`src/rtl/trig_pkg.sv`:
```
package trig_pkg;

  // CSR numbers of the trigger registers
  localparam logic [11:0] A_TSEL  = 12'h7A0;
  localparam logic [11:0] A_TCTL  = 12'h7A1;
  localparam logic [11:0] A_TCMP  = 12'h7A2;
  localparam logic [11:0] A_TINFO = 12'h7A4;

  // match-control bit positions below the kind/owner fields
  localparam int unsigned B_SEL  = 19;
  localparam int unsigned B_ACT  = 12;
  localparam int unsigned W_ACT  = 4;
  localparam int unsigned B_MEN  = 6;
  localparam int unsigned B_EXE  = 2;
  localparam int unsigned B_ST   = 1;
  localparam int unsigned B_LD   = 0;

  localparam logic [3:0] KIND_MATCH = 4'd2;
  localparam logic [3:0] INFO_VAL   = 4'd4;
  localparam logic [3:0] CAUSE_BRK  = 4'd3;

  typedef enum logic [2:0] {
    MK_NONE, MK_IPC, MK_IOPC, MK_SADDR, MK_SDATA, MK_LADDR, MK_LDATA
  } match_kind_e;

  typedef struct packed {
    logic kind_on;   // kind field nonzero (reads as 2)
    logic owned;     // debugger-owned
    logic dsel;      // data instead of address
    logic act_dbg;   // action: debug entry
    logic men;       // machine-mode enable
    logic exe;
    logic st;
    logic ld;
  } tctl_t;

endpackage

```
`src/rtl/trig_rst_sync.sv`:
```
module trig_rst_sync #(
  parameter int unsigned STAGES = 2
) (
  input  logic clk,
  input  logic rst_n,
  output logic rst_sync_n
);
  logic [STAGES-1:0] chain_q;
  logic [STAGES-1:0] chain_d;

  always_comb begin
    chain_d = {chain_q[STAGES-2:0], 1'b1};
  end

  always_ff @(posedge clk or negedge rst_n) begin
    if (!rst_n) chain_q <= '0;
    else        chain_q <= chain_d;
  end

  assign rst_sync_n = chain_q[STAGES-1];
endmodule

```
`src/rtl/trig_regs.sv`:
```
module trig_regs
  import trig_pkg::*;
#(
  parameter int unsigned XLEN = 32,
  parameter int unsigned AW   = 12
) (
  input  logic            clk,
  input  logic            rst_n,
  input  logic            debug_mode_i,
  input  logic            csr_we_i,
  input  logic [AW-1:0]   csr_addr_i,
  input  logic [XLEN-1:0] csr_wdata_i,
  output logic [XLEN-1:0] csr_rdata_o,
  output tctl_t           ctl_o,
  output logic [XLEN-1:0] cmp_o
);
  localparam int unsigned KIND_HI = XLEN - 1;
  localparam int unsigned KIND_LO = XLEN - 4;
  localparam int unsigned B_OWN   = XLEN - 5;

  tctl_t           ctl_q, ctl_d;
  logic [XLEN-1:0] cmp_q, cmp_d;
  logic            wr_ok, ctl_en, cmp_en;
  logic [XLEN-1:0] ctl_img, ctl_mask;

  // write permission: owned trigger is locked outside debug mode
  always_comb begin
    wr_ok  = !ctl_q.owned || debug_mode_i;
    ctl_en = csr_we_i && (csr_addr_i == AW'(A_TCTL)) && wr_ok;
    cmp_en = csr_we_i && (csr_addr_i == AW'(A_TCMP)) && wr_ok;
  end

  // legalised next value of match control
  always_comb begin
    ctl_d         = ctl_q;
    ctl_d.kind_on = |csr_wdata_i[KIND_HI:KIND_LO];
    ctl_d.owned   = csr_wdata_i[B_OWN] && debug_mode_i;
    ctl_d.dsel    = csr_wdata_i[B_SEL];
    ctl_d.act_dbg = (csr_wdata_i[B_ACT+W_ACT-1:B_ACT] == W_ACT'(1));
    ctl_d.men     = csr_wdata_i[B_MEN];
    ctl_d.exe     = csr_wdata_i[B_EXE];
    ctl_d.st      = csr_wdata_i[B_ST];
    ctl_d.ld      = csr_wdata_i[B_LD];
    cmp_d         = csr_wdata_i;
  end

  always_ff @(posedge clk or negedge rst_n) begin
    if (!rst_n) begin
      ctl_q <= '{kind_on: 1'b1, default: 1'b0};
    end else if (ctl_en) begin
      ctl_q <= ctl_d;
    end
  end

  always_ff @(posedge clk or negedge rst_n) begin
    if (!rst_n)      cmp_q <= '0;
    else if (cmp_en) cmp_q <= cmp_d;
  end

  // read image of match control
  always_comb begin
    ctl_img                  = '0;
    ctl_img[KIND_HI:KIND_LO] = ctl_q.kind_on ? KIND_MATCH : 4'd0;
    ctl_img[B_OWN]           = ctl_q.owned;
    ctl_img[B_SEL]           = ctl_q.dsel;
    ctl_img[B_ACT]           = ctl_q.act_dbg;
    ctl_img[B_MEN]           = ctl_q.men;
    ctl_img[B_EXE]           = ctl_q.exe;
    ctl_img[B_ST]            = ctl_q.st;
    ctl_img[B_LD]            = ctl_q.ld;
  end

  always_comb begin
    unique case (csr_addr_i)
      AW'(A_TCTL):  csr_rdata_o = ctl_img;
      AW'(A_TCMP):  csr_rdata_o = cmp_q;
      AW'(A_TINFO): csr_rdata_o = XLEN'(INFO_VAL);
      default:      csr_rdata_o = '0;
    endcase
  end

  assign ctl_o = ctl_q;
  assign cmp_o = cmp_q;

  always_comb begin
    ctl_mask                  = '0;
    ctl_mask[KIND_HI:KIND_LO] = '1;
    ctl_mask[B_OWN]           = 1'b1;
    ctl_mask[B_SEL]           = 1'b1;
    ctl_mask[B_ACT]           = 1'b1;
    ctl_mask[B_MEN]           = 1'b1;
    ctl_mask[B_EXE]           = 1'b1;
    ctl_mask[B_ST]            = 1'b1;
    ctl_mask[B_LD]            = 1'b1;
  end


  ctl_reserved_zero_chk: assert property (@(posedge clk) disable iff (!rst_n)
    (csr_addr_i == AW'(A_TCTL)) |-> ((csr_rdata_o & ~ctl_mask) == '0));


  sel_reads_zero_chk: assert property (@(posedge clk) disable iff (!rst_n)
    (csr_addr_i == AW'(A_TSEL)) |-> (csr_rdata_o == '0));


  owned_cmp_lock_chk: assert property (@(posedge clk) disable iff (!rst_n)
    (csr_we_i && csr_addr_i == AW'(A_TCMP) && ctl_q.owned && !debug_mode_i)
      |=> $stable(cmp_q));


  owned_only_in_debug_chk: assert property (@(posedge clk) disable iff (!rst_n)
    $rose(ctl_q.owned) |-> $past(debug_mode_i));
endmodule

```
`src/rtl/trig_match.sv`:
```
module trig_match
  import trig_pkg::*;
#(
  parameter int unsigned XLEN       = 32,
  parameter int unsigned INSN_BYTES = 4
) (
  input  logic            clk,
  input  logic            rst_n,
  input  tctl_t           ctl_i,
  input  logic [XLEN-1:0] cmp_i,
  input  logic            debug_mode_i,
  input  logic            if_valid_i,
  input  logic [XLEN-1:0] if_pc_i,
  input  logic [XLEN-1:0] if_insn_i,
  input  logic            mem_valid_i,
  input  logic            mem_store_i,
  input  logic [XLEN-1:0] mem_pc_i,
  input  logic [XLEN-1:0] mem_addr_i,
  input  logic [XLEN-1:0] mem_data_i,
  output logic            hit_o,
  output logic [XLEN-1:0] hit_pc_o
);
  localparam int unsigned N_OPS = 4;
  localparam int unsigned OP_PC = 0, OP_INSN = 1, OP_ADDR = 2, OP_DATA = 3;

  match_kind_e     kind;
  logic            armed;
  logic [XLEN-1:0] ops [N_OPS];
  logic [N_OPS-1:0] eq;

  assign ops[OP_PC]   = if_pc_i;
  assign ops[OP_INSN] = if_insn_i;
  assign ops[OP_ADDR] = mem_addr_i;
  assign ops[OP_DATA] = mem_data_i;

  // one full-width equality comparator per watched quantity
  for (genvar g = 0; g < N_OPS; g++) begin : g_cmp
    assign eq[g] = (ops[g] == cmp_i);
  end

  always_comb begin
    unique case ({ctl_i.dsel, ctl_i.exe, ctl_i.st, ctl_i.ld})
      4'b0100: kind = MK_IPC;
      4'b1100: kind = MK_IOPC;
      4'b0010: kind = MK_SADDR;
      4'b1010: kind = MK_SDATA;
      4'b0001: kind = MK_LADDR;
      4'b1001: kind = MK_LDATA;
      default: kind = MK_NONE;
    endcase
  end

  assign armed = ctl_i.men && ctl_i.kind_on && !debug_mode_i;

  always_comb begin
    logic raw;
    logic after;
    raw   = 1'b0;
    after = 1'b0;
    unique case (kind)
      MK_IPC:   raw = if_valid_i && eq[OP_PC];
      MK_IOPC:  raw = if_valid_i && eq[OP_INSN];
      MK_SADDR: begin raw = mem_valid_i &&  mem_store_i && eq[OP_ADDR]; after = 1'b1; end
      MK_SDATA: begin raw = mem_valid_i &&  mem_store_i && eq[OP_DATA]; after = 1'b1; end
      MK_LADDR: begin raw = mem_valid_i && !mem_store_i && eq[OP_ADDR]; after = 1'b1; end
      MK_LDATA: begin raw = mem_valid_i && !mem_store_i && eq[OP_DATA]; after = 1'b1; end
      default:  raw = 1'b0;
    endcase
    hit_o    = armed && raw;
    hit_pc_o = after ? (mem_pc_i + XLEN'(INSN_BYTES)) : if_pc_i;
  end


  kind_legal_chk: assert property (@(posedge clk) disable iff (!rst_n)
    hit_o |-> ($countones({ctl_i.exe, ctl_i.st, ctl_i.ld}) == 1));


  mem_dir_chk: assert property (@(posedge clk) disable iff (!rst_n)
    (hit_o && !ctl_i.exe) |-> (mem_valid_i && (mem_store_i == ctl_i.st)));
endmodule

```
`src/rtl/trig_fire.sv`:
```
module trig_fire
  import trig_pkg::*;
#(
  parameter int unsigned XLEN = 32
) (
  input  logic            clk,
  input  logic            rst_n,
  input  logic            debug_mode_i,
  input  logic            hit_i,
  input  logic            act_dbg_i,
  input  logic [XLEN-1:0] hit_pc_i,
  output logic            brk_exc_o,
  output logic            dbg_req_o,
  output logic [3:0]      exc_cause_o,
  output logic [XLEN-1:0] exc_pc_o
);
  logic            brk_q, brk_d, dbg_q, dbg_d;
  logic [3:0]      cause_q, cause_d;
  logic [XLEN-1:0] pc_q, pc_d;

  always_comb begin
    brk_d   = hit_i && !act_dbg_i;
    dbg_d   = hit_i &&  act_dbg_i;
    cause_d = brk_d ? CAUSE_BRK : 4'd0;
    pc_d    = hit_pc_i;
  end

  always_ff @(posedge clk or negedge rst_n) begin
    if (!rst_n) begin
      brk_q   <= 1'b0;
      dbg_q   <= 1'b0;
      cause_q <= 4'd0;
    end else begin
      brk_q   <= brk_d;
      dbg_q   <= dbg_d;
      cause_q <= cause_d;
    end
  end

  // recorded PC only loads on a hit
  always_ff @(posedge clk or negedge rst_n) begin
    if (!rst_n)     pc_q <= '0;
    else if (hit_i) pc_q <= pc_d;
  end

  assign brk_exc_o   = brk_q;
  assign dbg_req_o   = dbg_q;
  assign exc_cause_o = cause_q;
  assign exc_pc_o    = pc_q;


  single_action_chk: assert property (@(posedge clk) disable iff (!rst_n)
    !(brk_exc_o && dbg_req_o));


  debug_quiet_chk: assert property (@(posedge clk) disable iff (!rst_n)
    debug_mode_i |=> !(brk_exc_o || dbg_req_o));


  pulse_source_chk: assert property (@(posedge clk) disable iff (!rst_n)
    (brk_exc_o || dbg_req_o) |-> $past(hit_i));
endmodule

```
`src/rtl/dbg_trigger_unit.sv`:
```
module dbg_trigger_unit
  import trig_pkg::*;
#(
  parameter int unsigned XLEN       = 32,
  parameter int unsigned AW         = 12,
  parameter int unsigned INSN_BYTES = 4,
  parameter int unsigned SYNC_STG   = 2
) (
  input  logic            clk,
  input  logic            rst_n,
  input  logic            debug_mode_i,
  input  logic            csr_we_i,
  input  logic [AW-1:0]   csr_addr_i,
  input  logic [XLEN-1:0] csr_wdata_i,
  output logic [XLEN-1:0] csr_rdata_o,
  input  logic            if_valid_i,
  input  logic [XLEN-1:0] if_pc_i,
  input  logic [XLEN-1:0] if_insn_i,
  input  logic            mem_valid_i,
  input  logic            mem_store_i,
  input  logic [XLEN-1:0] mem_pc_i,
  input  logic [XLEN-1:0] mem_addr_i,
  input  logic [XLEN-1:0] mem_data_i,
  output logic            brk_exc_o,
  output logic            dbg_req_o,
  output logic [3:0]      exc_cause_o,
  output logic [XLEN-1:0] exc_pc_o
);
  logic            rst_sync_n;
  tctl_t           ctl;
  logic [XLEN-1:0] cmp;
  logic            hit;
  logic [XLEN-1:0] hit_pc;

  trig_rst_sync #(.STAGES(SYNC_STG)) u_rst (
    .clk(clk), .rst_n(rst_n), .rst_sync_n(rst_sync_n)
  );

  trig_regs #(.XLEN(XLEN), .AW(AW)) u_regs (
    .clk(clk), .rst_n(rst_sync_n), .debug_mode_i(debug_mode_i),
    .csr_we_i(csr_we_i), .csr_addr_i(csr_addr_i), .csr_wdata_i(csr_wdata_i),
    .csr_rdata_o(csr_rdata_o), .ctl_o(ctl), .cmp_o(cmp)
  );

  trig_match #(.XLEN(XLEN), .INSN_BYTES(INSN_BYTES)) u_match (
    .clk(clk), .rst_n(rst_sync_n), .ctl_i(ctl), .cmp_i(cmp),
    .debug_mode_i(debug_mode_i),
    .if_valid_i(if_valid_i), .if_pc_i(if_pc_i), .if_insn_i(if_insn_i),
    .mem_valid_i(mem_valid_i), .mem_store_i(mem_store_i), .mem_pc_i(mem_pc_i),
    .mem_addr_i(mem_addr_i), .mem_data_i(mem_data_i),
    .hit_o(hit), .hit_pc_o(hit_pc)
  );

  trig_fire #(.XLEN(XLEN)) u_fire (
    .clk(clk), .rst_n(rst_sync_n), .debug_mode_i(debug_mode_i),
    .hit_i(hit), .act_dbg_i(ctl.act_dbg), .hit_pc_i(hit_pc),
    .brk_exc_o(brk_exc_o), .dbg_req_o(dbg_req_o),
    .exc_cause_o(exc_cause_o), .exc_pc_o(exc_pc_o)
  );


  armed_before_fire_chk: assert property (@(posedge clk) disable iff (!rst_sync_n)
    (brk_exc_o || dbg_req_o) |-> ($past(ctl.men) && $past(ctl.kind_on)));


  fetch_pc_chk: assert property (@(posedge clk) disable iff (!rst_sync_n)
    (hit && ctl.exe) |=> (exc_pc_o == $past(if_pc_i)));


  mem_pc_chk: assert property (@(posedge clk) disable iff (!rst_sync_n)
    (hit && !ctl.exe) |=> (exc_pc_o == $past(mem_pc_i) + XLEN'(INSN_BYTES)));


  brk_cause_chk: assert property (@(posedge clk) disable iff (!rst_sync_n)
    brk_exc_o |-> (exc_cause_o == CAUSE_BRK));
endmodule

```
`config.mk`:
```
export PLATFORM = sky130hd
export DESIGN_NAME = dbg_trigger_unit
export DESIGN_NICKNAME = d
export VERILOG_FILES = /design/src/rtl/trig_pkg.sv /design/src/rtl/trig_rst_sync.sv /design/src/rtl/trig_regs.sv /design/src/rtl/trig_match.sv /design/src/rtl/trig_fire.sv /design/src/rtl/dbg_trigger_unit.sv
export SDC_FILE = /design/constraint.sdc
export NUM_CORES = 1
export LEC_CHECK = 0
export BUFFER_PORTS_ARGS = -buffer_cell sky130_fd_sc_hd__buf_2
export CORE_MARGIN = 2
export CORE_UTILIZATION = 48
export CTS_CLUSTER_SIZE = 28
export DETAILED_ROUTE_END_ITERATION = 16
export GPL_ROUTABILITY_DRIVEN = 0
export PLACE_DENSITY_LB_ADDON = 0.1
export SETUP_SLACK_MARGIN = 0.1
export SLEW_MARGIN = 20
export SYNTH_ARGS = -nofsm -noshare
export SYNTH_HDL_FRONTEND = slang
export SYNTH_SLANG_ARGS = --single-unit
```
`constraint.sdc`:
```
create_clock -name clk -period 3.3 [get_ports clk]
set_input_delay 0 -clock clk [delete_from_list [all_inputs] [get_ports clk]]
set_output_delay 0 -clock clk [all_outputs]
set_load 0.02 [all_outputs]
```
==> impl_metrics.ini <==
[logic_synthesis]
synthXorXnorAreaFrac = 0.172
synthMuxAreaShare = 0.142
synth_flop_cell = dfrtp_1
synth_cell_types = 60
yosys.area_share.simple = 0.188
synth-seq-area-share = 0.322
synthAdderAreaFrac = 0.00211
synth_area_sq_um = 5920
post_synth.cell_area_avg_sq_um = 9.15
yosysWarnings = 0
synth_top_family_by_area = simple AND/OR/NAND/NOR gates
synth_compound_area_frac = 0.108
syn_inst = 647
synth-async-reset-ratio = 1.00
synth_edf_count = 0
ys_ff_latch = 76

[worst_setup_path]
end_kind = flip-flop
path_cells = and4bb_2 > buf_4 > nor3_1 > a22oi_1 > a2111oi_1 > nand4_1 > o21ai_4 > buf_12 > mux2_1
crit_type = flip-flop to flip-flop
cpPeakStageDelay_ns = 0.47
critPathMaxFanout = 32
critical-path-slowest-cell = dfrtp_1
r2r_slack_ns = 0.28
critical_path_required_ns = 3.52
startpoint_type = flip-flop
critPathArrivalTime_ns = 3.25

[routing]
route.detailed.drc = 0
ant_nets = 0
drt-total-wl_um = 22500
drt-vias-per-instance = 5.73
wl_per_cell_um = 20.5
via_count = 6265
firstDrtPassIters = 5
drtIter0Drc = 659

[final_layout]
final_cell_mix = buf_2 (278), xor2_1 (74), dfrtp_1 (74)
multi_input_area_sq_um = 3640
fill_cells = 1013
regArea_sq_um = 1910
nNetsFinal = 1153
fin_util = 0.671
fin_area_sq_um = 8060
drive_gt1_frac = 0.390
layout_commonest_cell = buf_2
areaGrowthSynthToFinish_pct = 36.2

[clock_network]
cts_setup_buffers = 0
clock_latency_ns = 0.34
cts_tree = built
cts_buffers = 9
cts_max_path_buffers = 2
root_buffer = clkbuf_16
cts.clk_slew.worst_paths_ns = 0.06
clock_sinks = 76
htreeDepth = 3

[worst_hold_path]
hp-class = input pin to flip-flop

[floorplanning]
core_sq_um = 12000
initial_core_util = 0.493
chipHeight_um = 115
die-area_sq_um = 13200
io_pins = 281
rows = 40
die-width_um = 115

[place]
place_ws_ns = 0.156
port_buffers = 278
dp_hpwl_um = 17700
dpl_cell_area_sq_um = 7350

[sta]
period_needed_ns = 3.02
rsz0062_at_grt = no
relSlewSlack = 0.481
fin_setup_tns_ns = 0
setup_viol = 0
hold_viol_final = 0
fin_ws_ns = 0.277
report.final.slew_viol_count = 0
tightest_slew_ns = 0.776
clock.fmax_mhz = 331
fin_crit_sh = 0.916
clock_skew_ns = 0.00532

[run]
max_cap_violations = 0

[status]
status = finished clean

[global_routing]
grt_max_degree = 75
grt_pass1_vias = 6086
grt_pass1_wl_um = 33100
grt-ovfl-total = 0
track_usage = 0.333
antenna_found_initial = 2

[power_and_ir_drop]
ir_drop_v = 0.000247
p_seq_frac = 0.402
p_int_w = 0.00175
swShare = 0.255
p_sw_w = 0.000599
p_comb_frac = 0.160
powerDensity_nw_per_um2 = 292
clkPwrFrac = 0.438
p_leak_nw = 4.06
## what timing repair did
action                                 in CTS  in global routing
hold buffers                               37                  0
setup endpoints to repair                   0                 32
endpoints found under the hold margin      42                  0
resized for setup                           0                  1
## power by group through the flow
stage / sequential [W] / clock [W] / combinational [W]
after floorplan: 0.000966 / 0 / 0.000119
after global routing: 0.000945 / 0.00107 / 0.000405
after global placement: 0.000974 / 0 / 0.000315
final: 0.000945 / 0.00103 / 0.000376
after detailed placement: 0.000975 / 0 / 0.000318
after CTS: 0.000957 / 0.00103 / 0.000352
## worst paths after layout
path	startpoint	to	depth (start not counted)
setup reg to reg	u_regs.ctl_o[1]	u_fire.exc_pc_o[0]	9
hold reg to reg	u_rst.chain_q[1]	u_fire.exc_pc_o[24]	0
hold / removal	mem_pc_i[0]	u_fire.exc_pc_o[0]	3
max in group asynchronous	u_rst.chain_q[1]	u_regs.ctl_o[7]	1
setup / recovery	u_regs.ctl_o[1]	u_fire.exc_pc_o[0]	9
min in group asynchronous	u_rst.chain_q[1]	u_fire.exc_pc_o[24]	0
## logic make-up after synthesis
logic type / count (synthesis)
simple gates: 211
xor+xnor: 116
compound gates: 97
buf+inv: 79
flops: 76
mux: 65
other cells: 2
fa+ha+maj: 1
## sequential cells by signal, indices dropped and copies added (netlist names)
signal	flops
u_fire.exc_pc_o	32
u_fire.dbg_req_o	1
u_regs.cmp_o	32
u_rst.chain_q	2
u_regs.ctl_o	8
u_fire.exc_cause_o	1
## critical path: cells and delay by family, from the launching register on
family                 cells  cell delay [ns]
multiplexers               1             0.35
AND/OR/NAND/NOR            3             0.88
AO/OA/AOI/OAI              3             0.69
flip-flops                 1             0.47
buffers and inverters      2             0.50
## through the flow
| step | hold WS (ns) | instances | total power [W] |
|---|---|---|---|
| global placement | -0.215 | 1039 | 0.00129 |
| CTS | 0.00296 | 1092 | 0.00234 |
| finish | 0.00602 | 1094 | 0.00235 |
| floorplan | -0.296 | 648 | 0.00108 |
| global route | 0.0373 | 1093 | 0.00242 |
| detailed placement | -0.213 | 1039 | 0.00129 |
## cells in the mapped netlist, types with 3 or more instances
library cell,count,area (sq um)
a31oi_1,3,18.8
o21ai_0,21,105
mux2i_1,5,50.1
a222oi_1,7,70.1
mux2_4,30,450
nand3_1,18,90.1
dfrtp_1,75,1880
nor2_1,52,195
o22ai_1,4,25.0
a21oi_1,35,175
buf_4,6,45.0
xor2_1,74,648
and4_1,5,43.8
nand2_1,45,169
nor4_1,18,113
nor3_1,5,25.0
and3_1,7,43.8
nor3b_1,5,37.5
and2_1,15,93.8
a32oi_1,3,26.3
clkbuf_1,31,116
xnor2_1,42,368
inv_1,30,113
nand4_1,14,87.6
a22o_1,4,35.0
a221oi_1,5,43.8
nand2b_1,5,31.3
mux2_1,8,90.1
mux2_2,22,248
buf_12,3,60.1
buf_2,5,25.0
nor2b_1,10,62.6
## final cells by class
| cell class | instances | share of cell area |
|---|---|---|
| Inverter | 32 | 0.0149 |
| Antenna cell | 1 | 0.000311 |
| Multi-Input combinational cell | 493 | 0.452 |
| Timing Repair Buffer | 329 | 0.236 |
| Sequential cell | 76 | 0.237 |
| Tap cell | 147 | 0.0228 |
| Clock inverter | 4 | 0.00590 |
| Clock buffer | 12 | 0.0318 |
## metal layers
metal / routed length [um] / global-route usage
met1: 9100 / 0.430
met3: 2060 / 0.0722
met5: 0 / 0
met4: 721 / 0.119
met2: 10600 / 0.553
(Power assumes the default switching activity.)
